## config.mk

```make
export PLATFORM = sky130hd
export DESIGN_NAME = tile_window_xlat
export DESIGN_NICKNAME = d
export VERILOG_FILES = /design/src/rtl/txl_pkg.sv /design/src/rtl/tx_cfg_bank.sv /design/src/rtl/tx_row_remap.sv /design/src/rtl/tx_nt_steer.sv /design/src/rtl/tile_window_xlat.sv
export SDC_FILE = /design/constraint.sdc
export NUM_CORES = 1
export LEC_CHECK = 0
export ABC_AREA = 1
export BUFFER_PORTS_ARGS = -buffer_cell sky130_fd_sc_hd__buf_2
export CORE_ASPECT_RATIO = 1.25
export CORE_MARGIN = 1.5
export CORE_UTILIZATION = 30
export CTS_CLUSTER_SIZE = 20
export DETAILED_ROUTE_END_ITERATION = 6
export REMOVE_ABC_BUFFERS = 1
export SYNTH_ARGS = -nofsm -noshare
export SYNTH_HDL_FRONTEND = slang
export SYNTH_HIERARCHICAL = 1
export SYNTH_SLANG_ARGS = --single-unit
export TNS_END_PERCENT = 50
```

## constraint.sdc

```tcl
create_clock -name clk -period 6.5 [get_ports clk]
set_input_delay 1.3 -clock clk [delete_from_list [all_inputs] [get_ports clk]]
set_output_delay 1.3 -clock clk [all_outputs]
set_load 0.05 [all_outputs]
```

## src/rtl/txl_pkg.sv

```systemverilog
package txl_pkg;
    parameter int ROW_W  = 5;
    parameter int PAGE_W = 7;
    parameter int LOW_W  = 8;
    localparam int VA_W  = ROW_W + LOW_W + 1;
    localparam int RA_W  = PAGE_W + LOW_W;
    localparam int MIR_W = 3;

    typedef logic [ROW_W-1:0]  row_t;
    typedef logic [PAGE_W-1:0] page_t;

    typedef enum logic [MIR_W-1:0] {
        MIR_ONE_LO = 3'd0,
        MIR_ONE_HI = 3'd1,
        MIR_VERT   = 3'd2,
        MIR_HORIZ  = 3'd3,
        MIR_FOUR   = 3'd4
    } mir_e;

    typedef struct packed {
        row_t              span_base;
        row_t              span_last;
        page_t             span_dest;
        row_t              one_src;
        page_t             one_dst;
        logic [MIR_W-1:0]  mir;
    } cfg_t;

    localparam logic [3:0] P_SPAN_BASE = 4'd0;
    localparam logic [3:0] P_SPAN_LAST = 4'd1;
    localparam logic [3:0] P_SPAN_DEST = 4'd2;
    localparam logic [3:0] P_ONE_SRC   = 4'd3;
    localparam logic [3:0] P_ONE_DST   = 4'd4;
    localparam logic [3:0] P_MIR       = 4'd5;

    // Selects the page bit that splits the nametable region.
    function automatic logic nt_split_bit(input logic [MIR_W-1:0] mode,
                                          input logic a10, input logic a11);
        case (mode)
            MIR_ONE_LO: return 1'b0;
            MIR_ONE_HI: return 1'b1;
            MIR_VERT:   return a10;
            MIR_HORIZ:  return a11;
            MIR_FOUR:   return a10;
            default:    return 1'b0;
        endcase
    endfunction
endpackage

```

## src/rtl/tx_cfg_bank.sv

```systemverilog
module tx_cfg_bank
    import txl_pkg::*;
(
    input  logic         clk,
    input  logic         rst,
    input  logic         we,
    input  logic [3:0]   idx,
    input  logic [7:0]   data,
    output cfg_t         cfg
);
    cfg_t cfg_q;

    always_ff @(posedge clk) begin
        if (rst) begin
            cfg_q <= '0;
        end else if (we) begin
            case (idx)
                P_SPAN_BASE: cfg_q.span_base <= data[ROW_W-1:0];
                P_SPAN_LAST: cfg_q.span_last <= data[ROW_W-1:0];
                P_SPAN_DEST: cfg_q.span_dest <= data[PAGE_W-1:0];
                P_ONE_SRC:   cfg_q.one_src   <= data[ROW_W-1:0];
                P_ONE_DST:   cfg_q.one_dst   <= data[PAGE_W-1:0];
                P_MIR:       cfg_q.mir       <= data[MIR_W-1:0];
                default:     ;
            endcase
        end
    end

    assign cfg = cfg_q;

    a_r7_base_load: assert property (@(posedge clk) disable iff (rst)
        (we && idx == P_SPAN_BASE) |=> cfg.span_base == $past(data[ROW_W-1:0]));
    a_r7_dest_load: assert property (@(posedge clk) disable iff (rst)
        (we && idx == P_SPAN_DEST) |=> cfg.span_dest == $past(data[PAGE_W-1:0]));
    a_r7_spare_idx: assert property (@(posedge clk) disable iff (rst)
        (we && idx > P_MIR) |=> $stable(cfg));
    a_r7_idle_hold: assert property (@(posedge clk) disable iff (rst)
        !we |=> $stable(cfg));
endmodule

```

## src/rtl/tx_row_remap.sv

```systemverilog
module tx_row_remap
    import txl_pkg::*;
(
    input  row_t   row,
    input  cfg_t   cfg,
    output page_t  page
);
    row_t  offset;
    logic  in_span;
    logic  one_hit;
    page_t span_page;

    always_comb begin
        offset    = row - cfg.span_base;
        in_span   = (offset <= cfg.span_last);
        span_page = cfg.span_dest + PAGE_W'(offset);
        one_hit   = (row == cfg.one_src);
        if (one_hit)
            page = cfg.one_dst;
        else if (in_span)
            page = span_page;
        else
            page = PAGE_W'(row);
    end
endmodule

```

## src/rtl/tx_nt_steer.sv

```systemverilog
module tx_nt_steer
    import txl_pkg::*;
(
    input  logic [VA_W-1:0]  addr,
    input  logic [MIR_W-1:0] mir,
    output page_t            page
);
    localparam int A10 = LOW_W + 2;
    localparam int A11 = LOW_W + 3;

    always_comb begin
        page = '1;
        page[3] = addr[A11];
        page[2] = nt_split_bit(mir, addr[A10], addr[A11]);
        page[1] = addr[LOW_W+1];
        page[0] = addr[LOW_W];
    end
endmodule

```

## src/rtl/tile_window_xlat.sv

```systemverilog
module tile_window_xlat
    import txl_pkg::*;
(
    input  logic                 clk,
    input  logic                 rst,
    input  logic                 cfg_we,
    input  logic [3:0]           cfg_idx,
    input  logic [7:0]           cfg_data,
    input  logic [VA_W-1:0]      vid_addr,
    output logic [RA_W-1:0]      ram_addr
);
    localparam int NT_BIT = VA_W - 1;

    cfg_t  cfg;
    page_t pat_page;
    page_t nt_page;
    row_t  row;

    assign row = vid_addr[LOW_W +: ROW_W];

    tx_cfg_bank u_cfg (
        .clk(clk), .rst(rst), .we(cfg_we), .idx(cfg_idx), .data(cfg_data), .cfg(cfg)
    );

    tx_row_remap u_rows (.row(row), .cfg(cfg), .page(pat_page));

    tx_nt_steer u_nt (.addr(vid_addr), .mir(cfg.mir), .page(nt_page));

    assign ram_addr = {(vid_addr[NT_BIT] ? nt_page : pat_page), vid_addr[LOW_W-1:0]};

    a_r1_low_pass: assert property (@(posedge clk) disable iff (rst)
        ram_addr[LOW_W-1:0] == vid_addr[LOW_W-1:0]);
    a_r5_nt_region: assert property (@(posedge clk) disable iff (rst)
        vid_addr[NT_BIT] |-> (ram_addr[RA_W-1 -: 3] == 3'b111));
    a_r4_solo_wins: assert property (@(posedge clk) disable iff (rst)
        (!vid_addr[NT_BIT] && row == cfg.one_src) |-> ram_addr[RA_W-1:LOW_W] == cfg.one_dst);
    a_r6_fixed_lo: assert property (@(posedge clk) disable iff (rst)
        (vid_addr[NT_BIT] && cfg.mir == MIR_ONE_LO) |-> !ram_addr[LOW_W+2]);
endmodule

```

After elaboration in Yosys (flattened, before gate mapping)
Index checks and enable logic that the tools add are counted.
{"block": "word_totals", "register_bits": 32, "inputBits": 29, "output_inout_bits": 15, "word_cells": 31}
{"block": "classes", "n_addsub": 2, "n_lt_le_gt_ge": 1, "n_eq_ne": 10, "muxes": 4, "reduce_logical": 8}
{"cell": "7-bit two-way mux", "n": 3}
{"cell": "2-bit AND reduction", "n": 6}
{"cell": "4-bit by 2-bit == test with 1-bit output (second input constant)", "n": 2}
{"cell": "4-bit by 3-bit == test with 1-bit output (second input constant)", "n": 2}
{"cell": "7-bit by 5-bit adder with 7-bit output", "n": 1}
{"cell": "3-bit by 2-bit == test with 1-bit output (second input constant)", "n": 2}
{"cell": "5-bit == test", "n": 1}
{"cell": "5-bit <= comparator", "n": 1}
{"cell": "5-bit subtractor", "n": 1}
{"cell": "4-bit by 1-bit == test with 1-bit output (second input constant)", "n": 1}
{"cell": "4-bit zero test", "n": 1}
{"cell": "3-bit by 1-bit == test with 1-bit output (second input constant)", "n": 1}
{"cell": "3-bit == test (second input constant)", "n": 1}
{"cell": "1-bit case mux with 3 select lines", "n": 1}
{"cell": "2-bit OR reduction", "n": 1}

Longest topological paths before layout
Gate-level depths: netlist (run 1).
{"block": "depth", "depth_word": 5, "depth_mapped": 19, "mapped_depth_nobuf": 19}

By module
The synthesis (run 1) kept the hierarchy.
{"mod": "tx_cfg_bank", "n_inst": 1, "cells_each": 205, "area_per_inst_um2": 1388.8, "seq_area_each_um2": 640.6}
{"mod": "tx_row_remap", "n_inst": 1, "cells_each": 154, "area_per_inst_um2": 862.1, "seq_area_each_um2": 0.0}
{"mod": "tile_window_xlat", "n_inst": 1, "cells_each": 31, "area_per_inst_um2": 153.9, "seq_area_each_um2": 0.0}
{"mod": "tx_nt_steer", "n_inst": 1, "cells_each": 17, "area_per_inst_um2": 96.3, "seq_area_each_um2": 0.0}

Worst setup path after synthesis (run 1)
No wires, ideal clock.
{"block": "synth_path", "path_type": "input port to output port", "start": "input port vid_addr[8]", "end": "output port ram_addr[14]", "arrival_time_ns": 3.526, "required_time_ns": 5.200, "setup_slack_ns": 1.674, "cell_stages": 17, "path_buffers": 0, "path_cell_list": "inv_2 ha_1 inv_1 fa_1 nand3_1 nand2_1 xor2_1 ha_1 nand2_2 inv_1 nand2_1 nand3_2 nand2_4 nand2_2 o21ai_1 nand2_1 nand2_1"}
{"block": "synth_via", "elab_chain_len": 5, "elab_cells_between_ends": 7, "classes_between": "add/sub: 2; order compare: 1; eq/ne: 1; mux: 3"}
{"item": "start: declaration", "line": "tile_window_xlat.sv:9", "text": "input logic [VA_W-1:0] vid_addr,"}
{"item": "5-bit subtractor", "line": "tx_row_remap.sv:14", "text": "offset = row - cfg.span_base;"}
{"item": "7-bit by 5-bit adder with 7-bit output / 5-bit <= comparator (equally long branches)", "line": "tx_row_remap.sv:16, tx_row_remap.sv:15"}
{"item": "7-bit two-way mux", "line": "tx_row_remap.sv:20", "text": "else if (in_span)"}
{"item": "7-bit two-way mux (*)", "line": "tx_row_remap.sv:18", "text": "if (one_hit)"}
{"item": "named net pat_page[6]", "line": "tile_window_xlat.sv:15", "text": "page_t pat_page;"}
{"item": "7-bit two-way mux (*)", "line": "tile_window_xlat.sv:29", "text": "assign ram_addr = {(vid_addr[NT_BIT] ? nt_page : pat_page), vid_addr[LOW_W-1:0]};"}
{"item": "end: declaration", "line": "tile_window_xlat.sv:10", "text": "output logic [RA_W-1:0] ram_addr"}
Mark *: on every way through the listed nets, which the timed path passes. The rest lies on a longest branch.

Worst setup path after layout (run 1)
{"block": "layout_path", "start": "input port vid_addr[8]", "end": "output port ram_addr[13]"}
Same word-level chain as after synthesis.

==> flow_summary.json, run 1 <==
{
  "syn_inst": 407,
  "setup_viol": 0,
  "grt_max_degree": 33,
  "post-route-util_pct": 33.3,
  "portBuffers": 26,
  "p_per_area_mw_per_mm2": 199,
  "antenna_found_initial": 0,
  "worst_slew_pin_slew_ns": 1.04,
  "fill_cells": 926,
  "seq_area_frac_synth_pct": 25.6,
  "max_cap_viol_count": 0,
  "grt_pass1_vias": 2278,
  "numCtsBuffers": 5,
  "syn_to_final_growth_pct": 8.55,
  "ios": 44,
  "rsz0062_at_grt": "no",
  "core_sq_mm": 0.00815,
  "use_met1_pct": 15.7,
  "cp_max_fo": 6,
  "arrival_ns": 3.99,
  "drc": 0,
  "rr_worst_depth": 4,
  "timing.fmax_mhz": 189,
  "cts.clk_slew.worst_paths_ns": 0.06,
  "r2r-end": "u_cfg/cfg[14]",
  "htree_levels": 2,
  "slew_viol_final": 0,
  "holdWs_ns": 0.482,
  "drt-total-wl_mm": 5.68,
  "rows": 37,
  "timing.rr.start": "u_cfg/cfg[14]",
  "clock_sinks": 32,
  "tns_ns": 0,
  "regArea_sq_um": 641,
  "first_iter_violations": 110,
  "slew_headroom_pct": 30.6,
  "ctsHoldBuffers": 0,
  "synth.distinct_cells": 29,
  "place_hpwl_mm": 4.44,
  "synth_flop_cell": "dfxtp_1",
  "crit_end": "ram_addr[13]",
  "yosysWarningCount": 6,
  "routabilityCongestion": 0.816,
  "hold_viol": 0,
  "p_total_uw": 541,
  "startpoint_type": "primary input",
  "cts_tree": "done",
  "largest_reg_flops": 32,
  "period_share_pct": 81.3,
  "clock_skew_ns": 0,
  "post_cts_resize_count": 0,
  "viasPerCell": 4.49,
  "drtAntennaViolNets": 0,
  "track_usage_pct": 13.8,
  "p_leak_nw": 1.39,
  "cts-root-buf": "clkbuf_8",
  "fin_nets": 466,
  "syn-cell-area_sq_mm": 0.00250,
  "dieArea_sq_mm": 0.00890,
  "async_reset_ff_share_pct": 0,
  "drive_gt1_share_pct": 14.7,
  "peakVddDrop_uv": 133,
  "yosys_register_bits": 32,
  "dieWidth_microns": 84.7,
  "clk_latency_ns": 0.29,
  "worstHoldPathType": "reg -> reg",
  "cp.required_ns": 5.20,
  "crit_path_end_kind": "output port",
  "status": "finished clean",
  "die_y_microns": 105,
  "first_pass_iters": 5,
  "gr-total-overflow": 0,
  "crit_start": "vid_addr[8]",
  "top_usage_layer": "met2",
  "synth_edf_count": 0,
  "syn_avg_cell_area_sq_um": 6.15,
  "path_class": "in -> out",
  "use_met3_pct": 3.08,
  "clockBufferDepth": 2,
  "grt_pass1_wl_mm": 9.89,
  "start_util_pct": 30.7,
  "multiInputGateArea_sq_mm": 0.00148,
  "antenna_cells": 0,
  "fin_crit_ns": 5.29,
  "post_cts_buffers": 0,
  "dr_total_vias": 2327,
  "rrSetupSlack_ns": 5.80,
  "wl_per_cell_microns": 11.0,
  "use_met2_pct": 24.7
}
==> logic make-up after synthesis <==
family                     count (synthesis)  synth area share (%)
other                                      1                 0.150
adders and majority gates                 17                  9.10
buffers and inverters                     83                  15.5
and+or+nand+nor                          261                  45.9
DFF                                       32                  25.6
xor gates and xnor gates                   6                  2.10
AOI/OAI and AO/OA                          7                  1.65
==> cell usage after synthesis (2+ instances only) <==
library cell | number | area share, %
nand2_1 | 137 | 21
inv_1 | 55 | 8.3
nand3_2 | 4 | 1.6
nand4_1 | 15 | 3.8
a21oi_1 | 4 | 0.80
buf_4 | 15 | 4.5
buf_6 | 2 | 0.90
dfxtp_1 | 32 | 26
buf_1 | 2 | 0.30
xor2_1 | 3 | 1.1
fa_1 | 2 | 1.6
nand3_1 | 19 | 3.8
inv_2 | 5 | 0.75
nor2_1 | 68 | 10
buf_2 | 2 | 0.40
ha_1 | 15 | 7.5
nor2_2 | 5 | 1.3
nor2_4 | 4 | 1.8
nand2_2 | 6 | 1.5
xnor2_1 | 3 | 1.1
==> through the flow <==
stage | worst slack, ns | instances | cell area, sq um
floorplan | 1.67 | 387 | 2350
global placement | 1.27 | 510 | 2600
detailed placement | 1.24 | 510 | 2600
CTS | 1.22 | 518 | 2720
global route | 0.911 | 518 | 2720
finish | 1.21 | 518 | 2720
==> cells in the final DEF, fill, tap and decap left out <==
cell / count
ha_1: 15
buf_2: 26
xnor2_1: 3
o21ai_1: 1
a21oi_1: 4
o21bai_1: 1
xor2_1: 3
nand3_2: 4
a21oi_2: 1
nand4_1: 15
nand3b_1: 1
bufinv_16: 1
dfxtp_1: 32
nor2_2: 5
inv_2: 5
nor2_1: 68
clkinvlp_4: 1
nor2_4: 4
inv_1: 55
nand2_4: 1
fa_1: 2
nand3_4: 1
nand3_1: 19
clkbuf_8: 5
nand2_2: 6
clkinv_2: 2
conb_1: 3
nand2_1: 137
==> layer usage <==
metal  up-vias  share of wire (%)
met5         -                  0
met4         0                2.0
met3         9                6.3
met2        68                 49
met1      1010                 43
li1       1240                  -
==> power by group <==
group          switching (mW)  total [mW]  internal (mW)
combinational          0.0991       0.145         0.0456
clock                  0.0798       0.193          0.113
sequential            0.00293       0.203          0.200
==> worst max-delay path, stage by stage <==
cell and delay [ns]:
buf_2 0.12, inv_2 0.07, ha_1 0.14, inv_1 0.06
fa_1 0.39, nand3_1 0.08, nand2_1 0.07, xor2_1 0.35
ha_1 0.34, nand2_2 0.10, inv_1 0.05, nand2_1 0.08
nand3_2 0.16, nand2_4 0.13, nand2_2 0.06, inv_1 0.05
nand2_1 0.04, nand2_1 0.05, nand2_1 0.05, nand2_1 0.05
buf_2 0.25
==> area by class of cell <==
cell class / count / share of cell area (%)
clock buffer: 5 / 2.53
clock inverter: 3 / 1.57
inverter: 61 / 8.48
multi-input combinational: 294 / 54.6
sequential: 32 / 23.6
tap: 97 / 4.47
timing repair buffer: 26 / 4.79
==> how the worst min path moves through the flow <==
stage / start / endpoint / slack [ns] / cells past startpoint
after floorplan: u_cfg/cfg[23] / u_cfg/cfg[23] / 0.46 / 2
after global placement: u_cfg/cfg[4] / u_cfg/cfg[4] / 0.46 / 2
after detailed placement: u_cfg/cfg[24] / u_cfg/cfg[24] / 0.47 / 2
after CTS: u_cfg/cfg[3] / u_cfg/cfg[3] / 0.49 / 2
after global routing: u_cfg/cfg[24] / u_cfg/cfg[24] / 0.50 / 2
final: u_cfg/cfg[7] / u_cfg/cfg[7] / 0.48 / 2
(Power assumes the default switching activity.)
==> inputs of run 2 (changes only) <==
ABC_AREA = 0   (was 1)
clock period = 5 ns   (was 6.5 ns; I/O delays follow)
==> flow_summary.json, run 2 <==
{
  "final_cell_mix": "39 x nand2b_1, 35 x mux2i_1, 32 x dfxtp_1, 23 x buf_2, 15 x ha_1",
  "worst_slew_pin_slew_ns": 0.542,
  "timing.fmax_mhz": 206,
  "arrival_ns": 3.85,
  "hold_viol": 0,
  "max_cap_viol_count": 0,
  "synth_top_cell_by_area": "dfxtp_1",
  "numCtsBuffers": 5,
  "cp_max_fo": 7,
  "place_hpwl_mm": 3.55,
  "seq_area_frac_synth_pct": 28.3,
  "grt_pass1_wl_mm": 7.93,
  "track_usage_pct": 13.2,
  "crit_path_top_delay_cell": "fa_2",
  "antenna_found_initial": 0,
  "layout_commonest_cell": "nand2b_1",
  "htree_levels": 2,
  "drc": 0,
  "synth_simple_gate_area_share_pct": 19.1,
  "wl_per_cell_microns": 14.1,
  "start_util_pct": 30.7,
  "timing.rr.start": "u_cfg/cfg[20]",
  "path_class": "in -> out",
  "cts_tree": "done",
  "setup_viol": 0,
  "clockBufferDepth": 2,
  "tns_ns": 0,
  "fin_nets": 303,
  "core_sq_mm": 0.00736,
  "rows": 35,
  "synth_flop_cell": "dfxtp_1",
  "synth_top_cells_by_count": "39 x nand2b_1, 36 x mux2i_1, 32 x dfxtp_1, 15 x buf_4, 15 x ha_1",
  "ios": 44,
  "slew_viol_final": 0,
  "synthMuxAreaShare_pct": 20.6,
  "largest_reg_flops": 32,
  "drive_gt1_share_pct": 22.1,
  "gr-total-overflow": 0,
  "first_pass_iters": 4,
  "synth.distinct_cells": 39,
  "p_leak_nw": 1.19,
  "slowest_delay_ns": 0.35,
  "worstHoldPathType": "reg -> reg",
  "antenna_cells": 0,
  "finish.instance_area_sq_mm": 0.00255,
  "async_reset_ff_share_pct": 0,
  "ctsHoldBuffers": 0,
  "fin_crit_ns": 4.85,
  "yosysWarningCount": 6,
  "slew_headroom_pct": 63.9,
  "dieArea_sq_mm": 0.00807,
  "portBuffers": 26,
  "drt-total-wl_mm": 4.92,
  "viasPerCell": 4.66,
  "synth_top_family_by_area": "multiplexers",
  "synth_compound_area_share_pct": 7.74,
  "cts-root-buf": "clkbuf_8",
  "placement.cell_area_sq_mm": 0.00241,
  "dr_total_vias": 1630,
  "cp.required_ns": 4.00,
  "grt_max_degree": 40,
  "clk_latency_ns": 0.28,
  "synthTopCellsByArea": "dfxtp_1 28%, mux2i_1 16%, nand2b_1 11%",
  "peakVddDrop_uv": 124,
  "crit_start": "vid_addr[8]",
  "yosys_register_bits": 32,
  "synth_edf_count": 0,
  "dieWidth_microns": 80.7,
  "die_y_microns": 100,
  "period_share_pct": 97.0,
  "syn_inst": 238,
  "clock_sinks": 32,
  "syn_to_final_growth_pct": 12.6,
  "drtAntennaViolNets": 0,
  "grt_pass1_vias": 1635,
  "rsz0062_at_grt": "no",
  "synth_top_area_share_pct": 28.3,
  "clock_skew_ns": 0,
  "syn-cell-area_sq_mm": 0.00226,
  "p_per_area_mw_per_mm2": 248,
  "startpoint_type": "primary input",
  "syn_avg_cell_area_sq_um": 9.50,
  "routabilityCongestion": 0.781,
  "yosysMostFrequentCell": "nand2b_1",
  "cts.clk_slew.worst_paths_ns": 0.07,
  "crit_chain": "buf_2 > inv_1 > ha_1 > inv_1 > fa_2 > a21o_1 > a21oi_2 > xnor2_2 > ha_1 > nand4_1 > nor2_1 > o32ai_4 > buf_12 > mux2i_1 > a21oi_1 > mux2_4 > buf_2",
  "crit_path_end_kind": "output port",
  "synth_xor_area_share_pct": 5.42,
  "status": "finished clean",
  "first_iter_violations": 46,
  "synthAdderAreaFrac_pct": 10.1,
  "hp-start": "u_cfg/cfg[9]"
}
-- run 2: cell types whose count changed after synthesis, sizes merged, moves of 18 or more --
cell    previous run  this run
nor2              77        11
mux2i              0        36
nand2            144         5
inv               60        14
nand3             24         6
nand2b             0        39
-- run 2: where the power goes --
| group | leakage (nW) | switching [mW] | internal (mW) |
|---|---|---|---|
| Combinational | 0.882 | 0.0891 | 0.0760 |
| Sequential | 0.258 | 0.00212 | 0.258 |
| Clock | 0.0510 | 0.0976 | 0.110 |
-- run 2: layout make-up --
class                           count  area (sq um)
Sequential cell                    32           641
Clock inverter                      2          10.0
Tap cell                           92           115
Multi-Input combinational cell    173          1450
Fill cell                         783          4810
Inverter                           14          52.6
Timing Repair Buffer               31           195
Clock buffer                        6          82.6
-- run 2: path summary, 6_finish.rpt --
check             endpoint  slack [ns]  cells past startpoint
max reg2reg  u_cfg/cfg[20]        4.32                      2
min           u_cfg/cfg[9]        0.48                      2
max            ram_addr[9]        0.15                     17
min reg2reg   u_cfg/cfg[9]        0.48                      2
-- run 2: worst max-delay path: cells and delay by family --
| family | cells | cell delay, ns |
|---|---|---|
| AND/OR/NAND/NOR | 2 | 0.18 |
| adder cells (fa/ha/maj) | 3 | 0.75 |
| multiplexers | 2 | 0.46 |
| AO/OA/AOI/OAI | 4 | 0.70 |
| XOR/XNOR | 1 | 0.15 |
| buffers and inverters | 5 | 0.59 |
-- run 2: cells by family after synthesis --
group | count (synthesis)
buffers and inverters | 35
other | 1
multiplexers | 43
adder cells (fa/ha/maj) | 17
AND/OR/NAND/NOR | 72
flip-flops | 32
AO/OA/AOI/OAI | 24
XOR/XNOR | 14
-- run 2: routing by layer --
layer,part of all wire [%],track usage [%],up-vias
li1,-,-,828
met1,47,15.6,762
met2,48,23.1,34
met3,3.3,3.64,6
met4,1.3,3.98,0
met5,0,0,-
-- run 2: metrics by stage --
| step | power [mW] | setup WS, ns | util [%] | instances | hold slack [ns] |
|---|---|---|---|---|---|
| 6_report | 0.633 | 0.149 | 34.6 | 350 | 0.483 |
| 5_1_grt | 0.663 | 0.0136 | 34.6 | 350 | 0.503 |
| 4_1_cts | 0.632 | 0.0297 | 34.1 | 349 | 0.484 |
| 3_5_place_dp | 0.422 | 0.0213 | 32.8 | 341 | 0.469 |
| 3_3_place_gp | 0.421 | 0.0418 | 32.8 | 341 | 0.462 |
| 2_1_floorplan | 0.373 | 0.381 | - | 219 | 0.448 |
-- run 2: repair_timing --
action	CTS	global route
hold endpoints to repair	0	0
buffers inserted	0	1
resized for setup	0	12
endpoints found under the setup margin	0	6
